`src/rtl/lp_seq_pkg.sv`:
```
// Package: shared state encoding and wake-source bit positions for the
// low-power sequencer. Assumes the wake vector holds at least three sources.
package lp_seq_pkg;
    localparam int IRQ_IDX = 0;
    localparam int TMR_IDX = 1;
    localparam int WDG_IDX = 2;

    typedef enum logic [3:0] {
        ST_RUN    = 4'd0,
        ST_IDLE   = 4'd1,
        ST_PRE    = 4'd2,
        ST_EMU    = 4'd3,
        ST_PD_RST = 4'd4,
        ST_PD_ISO = 4'd5,
        ST_DEEP   = 4'd6,
        ST_PU_PWR = 4'd7,
        ST_PU_RST = 4'd8
    } lp_state_e;
endpackage

```
`src/rtl/lp_wake_filter.sv`:
```
// Wake filter: builds the effective wake vector for the current sleep context.
// Timer-type sources are masked when the RC oscillator is off and no crystal
// is present; the two debug lines are appended as the top bits when enabled.
// Assumes purely combinational use, with the enables decoded by the caller.
module lp_wake_filter
    import lp_seq_pkg::*;
#(
    parameter int NUM_WAKE = 6
) (
    input  logic [NUM_WAKE-1:0] src_i,
    input  logic                osc_stopped_i,
    input  logic                xtal_ok_i,
    input  logic                mem_en_i,
    input  logic                att_en_i,
    input  logic                dbg_mem_req_i,
    input  logic                dbg_attach_i,
    output logic [NUM_WAKE+1:0] vec_o
);
    logic timer_mask;

    // timers lose their clock only without a crystal in level 2
    assign timer_mask = osc_stopped_i & ~xtal_ok_i;

    for (genvar gi = 0; gi < NUM_WAKE; gi++) begin : g_src
        if (gi == TMR_IDX || gi == WDG_IDX) begin : g_timer
            assign vec_o[gi] = src_i[gi] & ~timer_mask;
        end else begin : g_plain
            assign vec_o[gi] = src_i[gi];
        end
    end

    assign vec_o[NUM_WAKE]   = dbg_mem_req_i & mem_en_i;
    assign vec_o[NUM_WAKE+1] = dbg_attach_i & att_en_i;
endmodule

```
`src/rtl/lp_wake_reason.sv`:
```
// Wake-reason register in the always-on domain: loads the effective wake
// vector on a capture strobe, cleared by a one-cycle clear strobe. Capture
// wins over clear when both occur together.
module lp_wake_reason #(
    parameter int WIDTH = 8
) (
    input  logic             clk,
    input  logic             rst_n,
    input  logic             cap_i,
    input  logic [WIDTH-1:0] vec_i,
    input  logic             clr_i,
    output logic [WIDTH-1:0] reason_o
);
    // hold, load or clear the latched reason
    always_ff @(posedge clk) begin
        if (!rst_n)     reason_o <= '0;
        else if (cap_i) reason_o <= vec_i;
        else if (clr_i) reason_o <= '0;
    end

    AST_REASON_LOAD: assert property (@(posedge clk) disable iff (!rst_n)
        cap_i |=> reason_o == $past(vec_i));
    AST_REASON_CLEAR: assert property (@(posedge clk) disable iff (!rst_n)
        (clr_i && !cap_i) |=> reason_o == '0);
endmodule

```
`src/rtl/lp_sequencer.sv`:
```
// Low-power mode sequencer: moves the chip between running, idle, a debug-safe
// pre-sleep hold, emulated deep sleep and true deep sleep (levels 1 and 2),
// with ordered core power-down and power-up. Assumes a free-running always-on
// clock, a single-cycle wfi strobe, and power-good that follows power enable.
module lp_sequencer
    import lp_seq_pkg::*;
#(
    parameter int NUM_WAKE = 6,
    parameter int RST_HOLD = 4
) (
    input  logic                clk,
    input  logic                rst_n,
    input  logic                wfi_i,
    input  logic                deep_sel_i,
    input  logic                osc_off_i,
    input  logic                xtal_ok_i,
    input  logic                dbg_mem_req_i,
    input  logic                dbg_attach_i,
    input  logic [NUM_WAKE-1:0] wake_src_i,
    input  logic                pwr_good_i,
    input  logic                reason_clr_i,
    output logic                core_pwr_en_o,
    output logic                iso_o,
    output logic                core_rst_o,
    output logic                cpu_clk_en_o,
    output logic                rc_osc_en_o,
    output logic [3:0]          pwr_state_o,
    output logic [NUM_WAKE+1:0] wake_reason_o
);
    localparam int VEC_W = NUM_WAKE + 2;
    localparam int CNT_W = (RST_HOLD > 1) ? $clog2(RST_HOLD) : 1;
    localparam logic [CNT_W-1:0] CNT_LAST = CNT_W'(RST_HOLD - 1);
    localparam logic [NUM_WAKE-1:0] TIMER_BITS =
        (NUM_WAKE'(1) << TMR_IDX) | (NUM_WAKE'(1) << WDG_IDX);

    lp_state_e        state_q, state_d;
    logic             lvl2_q;
    logic [CNT_W-1:0] cnt_q;
    logic [VEC_W-1:0] wake_vec;
    logic             wake_any;
    logic             in_deep, in_emu;
    logic             cap;

    assign in_deep = (state_q == ST_DEEP);
    assign in_emu  = (state_q == ST_EMU);

    lp_wake_filter #(.NUM_WAKE(NUM_WAKE)) u_filter (
        .src_i         (wake_src_i),
        .osc_stopped_i (in_deep & lvl2_q),
        .xtal_ok_i     (xtal_ok_i),
        .mem_en_i      (in_deep | in_emu),
        .att_en_i      (in_deep),
        .dbg_mem_req_i (dbg_mem_req_i),
        .dbg_attach_i  (dbg_attach_i),
        .vec_o         (wake_vec)
    );

    assign wake_any = |wake_vec;

    // next-state decision for the power sequence
    always_comb begin
        state_d = state_q;
        unique case (state_q)
            ST_RUN: begin
                if (wfi_i && !(|wake_src_i))
                    state_d = deep_sel_i ? ST_PRE : ST_IDLE;
            end
            ST_IDLE:   if (wake_any) state_d = ST_RUN;
            ST_PRE: begin
                if (!dbg_mem_req_i)
                    state_d = dbg_attach_i ? ST_EMU : ST_PD_RST;
            end
            ST_EMU:    if (wake_any) state_d = ST_RUN;
            ST_PD_RST: state_d = ST_PD_ISO;
            ST_PD_ISO: state_d = ST_DEEP;
            ST_DEEP:   if (wake_any) state_d = ST_PU_PWR;
            ST_PU_PWR: if (pwr_good_i) state_d = ST_PU_RST;
            ST_PU_RST: if (cnt_q == CNT_LAST) state_d = ST_RUN;
            default:   state_d = ST_RUN;
        endcase
    end

    // wake transitions capture the reason
    assign cap = wake_any && (state_q == ST_IDLE || in_emu || in_deep);

    // state, level latch and reset-hold counter
    always_ff @(posedge clk) begin
        if (!rst_n) begin
            state_q <= ST_RUN;
            lvl2_q  <= 1'b0;
            cnt_q   <= '0;
        end else begin
            state_q <= state_d;
            if (state_q == ST_PRE && state_d == ST_PD_RST)
                lvl2_q <= osc_off_i;
            if (state_q == ST_PU_RST) cnt_q <= cnt_q + 1'b1;
            else                      cnt_q <= '0;
        end
    end

    // per-state drive of the power controls
    always_comb begin
        core_pwr_en_o = 1'b1;
        iso_o         = 1'b0;
        core_rst_o    = 1'b0;
        cpu_clk_en_o  = 1'b0;
        rc_osc_en_o   = 1'b1;
        unique case (state_q)
            ST_RUN:    cpu_clk_en_o = 1'b1;
            ST_PD_RST: core_rst_o = 1'b1;
            ST_PD_ISO: begin core_rst_o = 1'b1; iso_o = 1'b1; end
            ST_DEEP: begin
                core_rst_o    = 1'b1;
                iso_o         = 1'b1;
                core_pwr_en_o = 1'b0;
                rc_osc_en_o   = ~lvl2_q;
            end
            ST_PU_PWR: begin core_rst_o = 1'b1; iso_o = 1'b1; end
            ST_PU_RST: core_rst_o = 1'b1;
            default: ;
        endcase
    end

    assign pwr_state_o = state_q;

    lp_wake_reason #(.WIDTH(VEC_W)) u_reason (
        .clk      (clk),
        .rst_n    (rst_n),
        .cap_i    (cap),
        .vec_i    (wake_vec),
        .clr_i    (reason_clr_i),
        .reason_o (wake_reason_o)
    );

    AST_IDLE_KEEPS_POWER: assert property (@(posedge clk) disable iff (!rst_n)
        (state_q == ST_IDLE) |-> (core_pwr_en_o && !core_rst_o && !cpu_clk_en_o));
    AST_PRE_NO_POWERDOWN: assert property (@(posedge clk) disable iff (!rst_n)
        (state_q == ST_PRE) |-> (core_pwr_en_o && !iso_o && !core_rst_o));
    AST_PRE_HOLDS_FOR_DEBUG: assert property (@(posedge clk) disable iff (!rst_n)
        (state_q == ST_PRE && dbg_mem_req_i) |=> (state_q == ST_PRE));
    AST_EMU_NO_RESET: assert property (@(posedge clk) disable iff (!rst_n)
        (state_q == ST_EMU) |=> (!core_rst_o && core_pwr_en_o));
    AST_ISO_AFTER_RESET: assert property (@(posedge clk) disable iff (!rst_n)
        $rose(iso_o) |-> (core_rst_o && $past(core_rst_o)));
    AST_POWER_OFF_ISOLATED: assert property (@(posedge clk) disable iff (!rst_n)
        $fell(core_pwr_en_o) |-> ($past(iso_o) && iso_o));
    AST_L2_TIMER_MASKED: assert property (@(posedge clk) disable iff (!rst_n)
        (in_deep && lvl2_q && !xtal_ok_i && !dbg_mem_req_i && !dbg_attach_i &&
         ((wake_src_i & ~TIMER_BITS) == '0)) |=> (state_q == ST_DEEP));
    AST_ISO_AFTER_PGOOD: assert property (@(posedge clk) disable iff (!rst_n)
        $fell(iso_o) |-> ($past(pwr_good_i) && core_rst_o));
    AST_WFI_PENDING_STAYS: assert property (@(posedge clk) disable iff (!rst_n)
        (state_q == ST_RUN && (|wake_src_i)) |=> (state_q == ST_RUN));
endmodule

```
`config.mk`:
```
export PLATFORM = sky130hd
export DESIGN_NAME = lp_sequencer
export DESIGN_NICKNAME = d
export VERILOG_FILES = /design/src/rtl/lp_seq_pkg.sv /design/src/rtl/lp_wake_filter.sv /design/src/rtl/lp_wake_reason.sv /design/src/rtl/lp_sequencer.sv
export SDC_FILE = /design/constraint.sdc
export NUM_CORES = 1
export LEC_CHECK = 0
export ABC_AREA = 1
export ABC_CLOCK_PERIOD_IN_PS = 1800
export BUFFER_PORTS_ARGS = -buffer_cell sky130_fd_sc_hd__clkbuf_2
export CORE_MARGIN = 2
export CORE_UTILIZATION = 47
export CTS_BUF_LIST = sky130_fd_sc_hd__clkbuf_16
export CTS_CLUSTER_SIZE = 30
export DETAILED_ROUTE_END_ITERATION = 10
export HOLD_SLACK_MARGIN = 0.1
export PLACE_DENSITY = 0.79
export SKIP_CTS_REPAIR_TIMING = 1
export SKIP_LAST_GASP = 1
export SYNTH_ARGS = -nofsm -noshare
export SYNTH_HDL_FRONTEND = slang
export SYNTH_SLANG_ARGS = --single-unit
```
`constraint.sdc`:
```
create_clock -name clk -period 1.8 [get_ports clk]
set_clock_uncertainty 0.2 [all_clocks]
set_input_delay 0.36 -clock clk [delete_from_list [all_inputs] [get_ports clk]]
set_output_delay 0.36 -clock clk [all_outputs]
set_load 0.05 [all_outputs]
```
==> flow_summary_export.csv <==
group,metric,value,unit
outcome,violations,"negative setup slack",
logic_synthesis,synth_area,847,sq um
global_routing,overflow,0,
finish,drive_gt1_frac,0.417,
logic_synthesis,synthesis.nets,140,
floorplanning,fp.dieArea,2160,sq um
logic_synthesis,yosysSeqAreaShare,0.355,
timing,rsz0062_at_grt,"yes",
timing,period_minus_slack,1.80,ns
floorplanning,die_h,46.5,um
worst_hold_path,min_to,"lvl2_q",
timing,finalHoldViolCount,0,
cts,cts_tree,"built",
floorplanning,core-area,1710,sq um
detailed_routing,vias,985,
detailed_routing,ant_nets,0,
logic_synthesis,ys_seq_elements,15,
worst_setup_path,r2r-start,"pwr_state_o[3]",
run,cap_violations,0,
timing,max_slew_margin,0.723,
timing,fin_ws,-0.00322,ns
detailed_routing,viasPerCell,5.24,
placement,dpl.hpwl,1660,um
worst_setup_path,crit_path_max_fanout,6,
floorplanning,start_util,0.496,
timing,worst_slew_pin_slew,0.415,ns
finish,synthToLayoutAreaGrowth,47.4,%
worst_setup_path,cp-end-kind,"output port",
finish,finalCoreUtilization,0.731,
finish,final_nets,181,
global_routing,grt_util_all_layers,0.233,
logic_synthesis,synth_edf_count,0,
worst_setup_path,startpoint,"pwr_state_o[0]",
worst_hold_path,min-delay-start,"osc_off_i",
detailed_routing,wl_per_cell,12.6,um
logic_synthesis,ys_top_cells_by_count,"nand2_1, inv_1, dfxtp_1, nand3_1, nor2_1",
placement,numPortBuffers,32,
worst_hold_path,min_path_cells,3,
cts,clk_latency,0.25,ns
cts,root_buffer,"clkbuf_16",
pwr,ir_drop,0.000559,V
global_routing,grt_pass1_vias,865,
timing,setup_viol,1,
logic_synthesis,ys.flop_type,"dfxtp_1",
finish,antenna_cells,0,
worst_setup_path,rr_endpoint,"pwr_state_o[1]",
logic_synthesis,synth.largest_area_cell,"dfxtp_1",
detailed_routing,drtIter0Drc,37,
floorplanning,rows,15,
worst_setup_path,cp.arrival,1.24,ns
logic_synthesis,yosysUniqueCellTypes,26,
logic_synthesis,synthArstFlopShare,0,
timing,finalHoldWorstSlack,0.150,ns
logic_synthesis,synth_top_area_frac,0.355,
cts,clk_pin_slew,0.05,ns
detailed_routing,drc,0,
logic_synthesis,synth.most_common_cell,"nand2_1",
timing,timing.final.crit_share,1.00,
detailed_routing,drt_wl_total,2360,um
placement,gp_congestion,0.802,
worst_setup_path,path_class,"reg -> out",
global_routing,grt_pass1_wl,3570,um
finish,register_area,313,sq um
cts,clockBufferDepth,2,
finish,fillers,135,
worst_setup_path,r2r_cells,8,
floorplanning,fp.dieW,46.5,um
worst_hold_path,holdCritPathClass,"in -> reg",
global_routing,grt_antenna_before_repair,0,
cts,cts.sinks,15,
logic_synthesis,syn_area_per_cell,6.89,sq um
global_routing,grt_max_degree,13,
floorplanning,io_pins,33,
outcome,status,"finished, violations left",
worst_setup_path,r2r_setup_slack,0.13,ns
timing,clock.fmax,0.555,GHz
worst_setup_path,start_kind,"flip-flop",
cts,cts_htree_levels,1,
timing,maxSlewViolCount,0,
logic_synthesis,yosysWarnings,0,
pwr,p_leak,0.589,nW
worst_setup_path,required,1.24,ns
logic_synthesis,synth_top_cells_by_area,"dfxtp_1, nand3_1, nand2_1, inv_1, a21oi_1",
finish,multi_input_area,523,sq um
cts,cts-buffers-inserted,3,
logic_synthesis,syn_inst,123,
detailed_routing,first_pass_iters,4,
pwr,power.density,694,nW/um^2
## placed cells by master (no fill, tap or decap), drive strengths merged
cell and count:
a21oi 12, and3 1, buf 10, clkbuf 30
clkinv 2, dfxtp 15, ha 1, inv 18
nand2 26, nand3 17, nand3b 2, nand4 2
nor2 15, nor3 2, o21ai 7, o22ai 2
or2 1
## critical path, cell delays in order, from the launching register on
cell and delay [ns]:
dfxtp_4 0.36, inv_6 0.08, nand2_4 0.06, nor3_4 0.22
inv_2 0.07, nand2_2 0.07, buf_8 0.14
## sequential cells by signal, summed over array words and instances (netlist names)
signal             cells
pwr_state_o            4
lvl2_q                 1
u_reason.reason_o      8
cnt_q                  2
## where the power goes
| part | leakage [nW] | switching [W] | total, W | internal, W |
|---|---|---|---|---|
| Combinational | 0.424 | 0.0000638 | 0.0000982 | 0.0000344 |
| Clock | 0.0409 | 0.000136 | 0.000432 | 0.000296 |
| Sequential | 0.124 | 0.00000399 | 0.000336 | 0.000332 |
## metrics by stage
stage	setup TNS [ns]	power [W]	cell area, sq um	worst slack (ns)	cells
final	-0.00322	0.000867	1250	-0.00322	188
after global routing	-0.106	0.000897	1250	-0.0601	188
after CTS	-0.419	0.000859	1150	-0.251	185
after detailed placement	0	0.000432	1070	0.0196	181
after global placement	0	0.000431	1070	0.0669	181
after floorplan	-0.0157	0.000398	865	-0.0157	123
## worst max path at each step
stage                                 to  depth (start not counted)
after floorplan           pwr_state_o[0]                          9
after global placement        core_rst_o                          6
after detailed placement      core_rst_o                          6
after CTS                     core_rst_o                          6
after global routing          core_rst_o                          6
final                         core_rst_o                          6
## cell families (layout without fill, tap and decap cells)
| family | Yosys count | count (layout) | share of synthesized area |
|---|---|---|---|
| flops | 15 | 15 | 0.355 |
| buf+inv | 20 | 60 | 0.0886 |
| simple gates | 66 | 66 | 0.406 |
| compound gates | 21 | 21 | 0.136 |
| fa+ha+maj | 1 | 1 | 0.0148 |
## layout make-up
class                           count  share of cell area
Inverter                           19              0.0631
Tap cell                           25              0.0251
Sequential cell                    15               0.251
Multi-Input combinational cell     88               0.419
Timing Repair Buffer               37               0.178
Clock inverter                      1             0.00401
Clock buffer                        3              0.0601
## routing by layer
metal / vias to the layer above / part of all wire / track usage
li1: 485 / - / -
met1: 451 / 0.40 / 0.261
met2: 39 / 0.50 / 0.386
met3: 10 / 0.066 / 0.0863
met4: 0 / 0.025 / 0.109
met5: - / 0 / 0
Power figures use the tool's default switching activity.
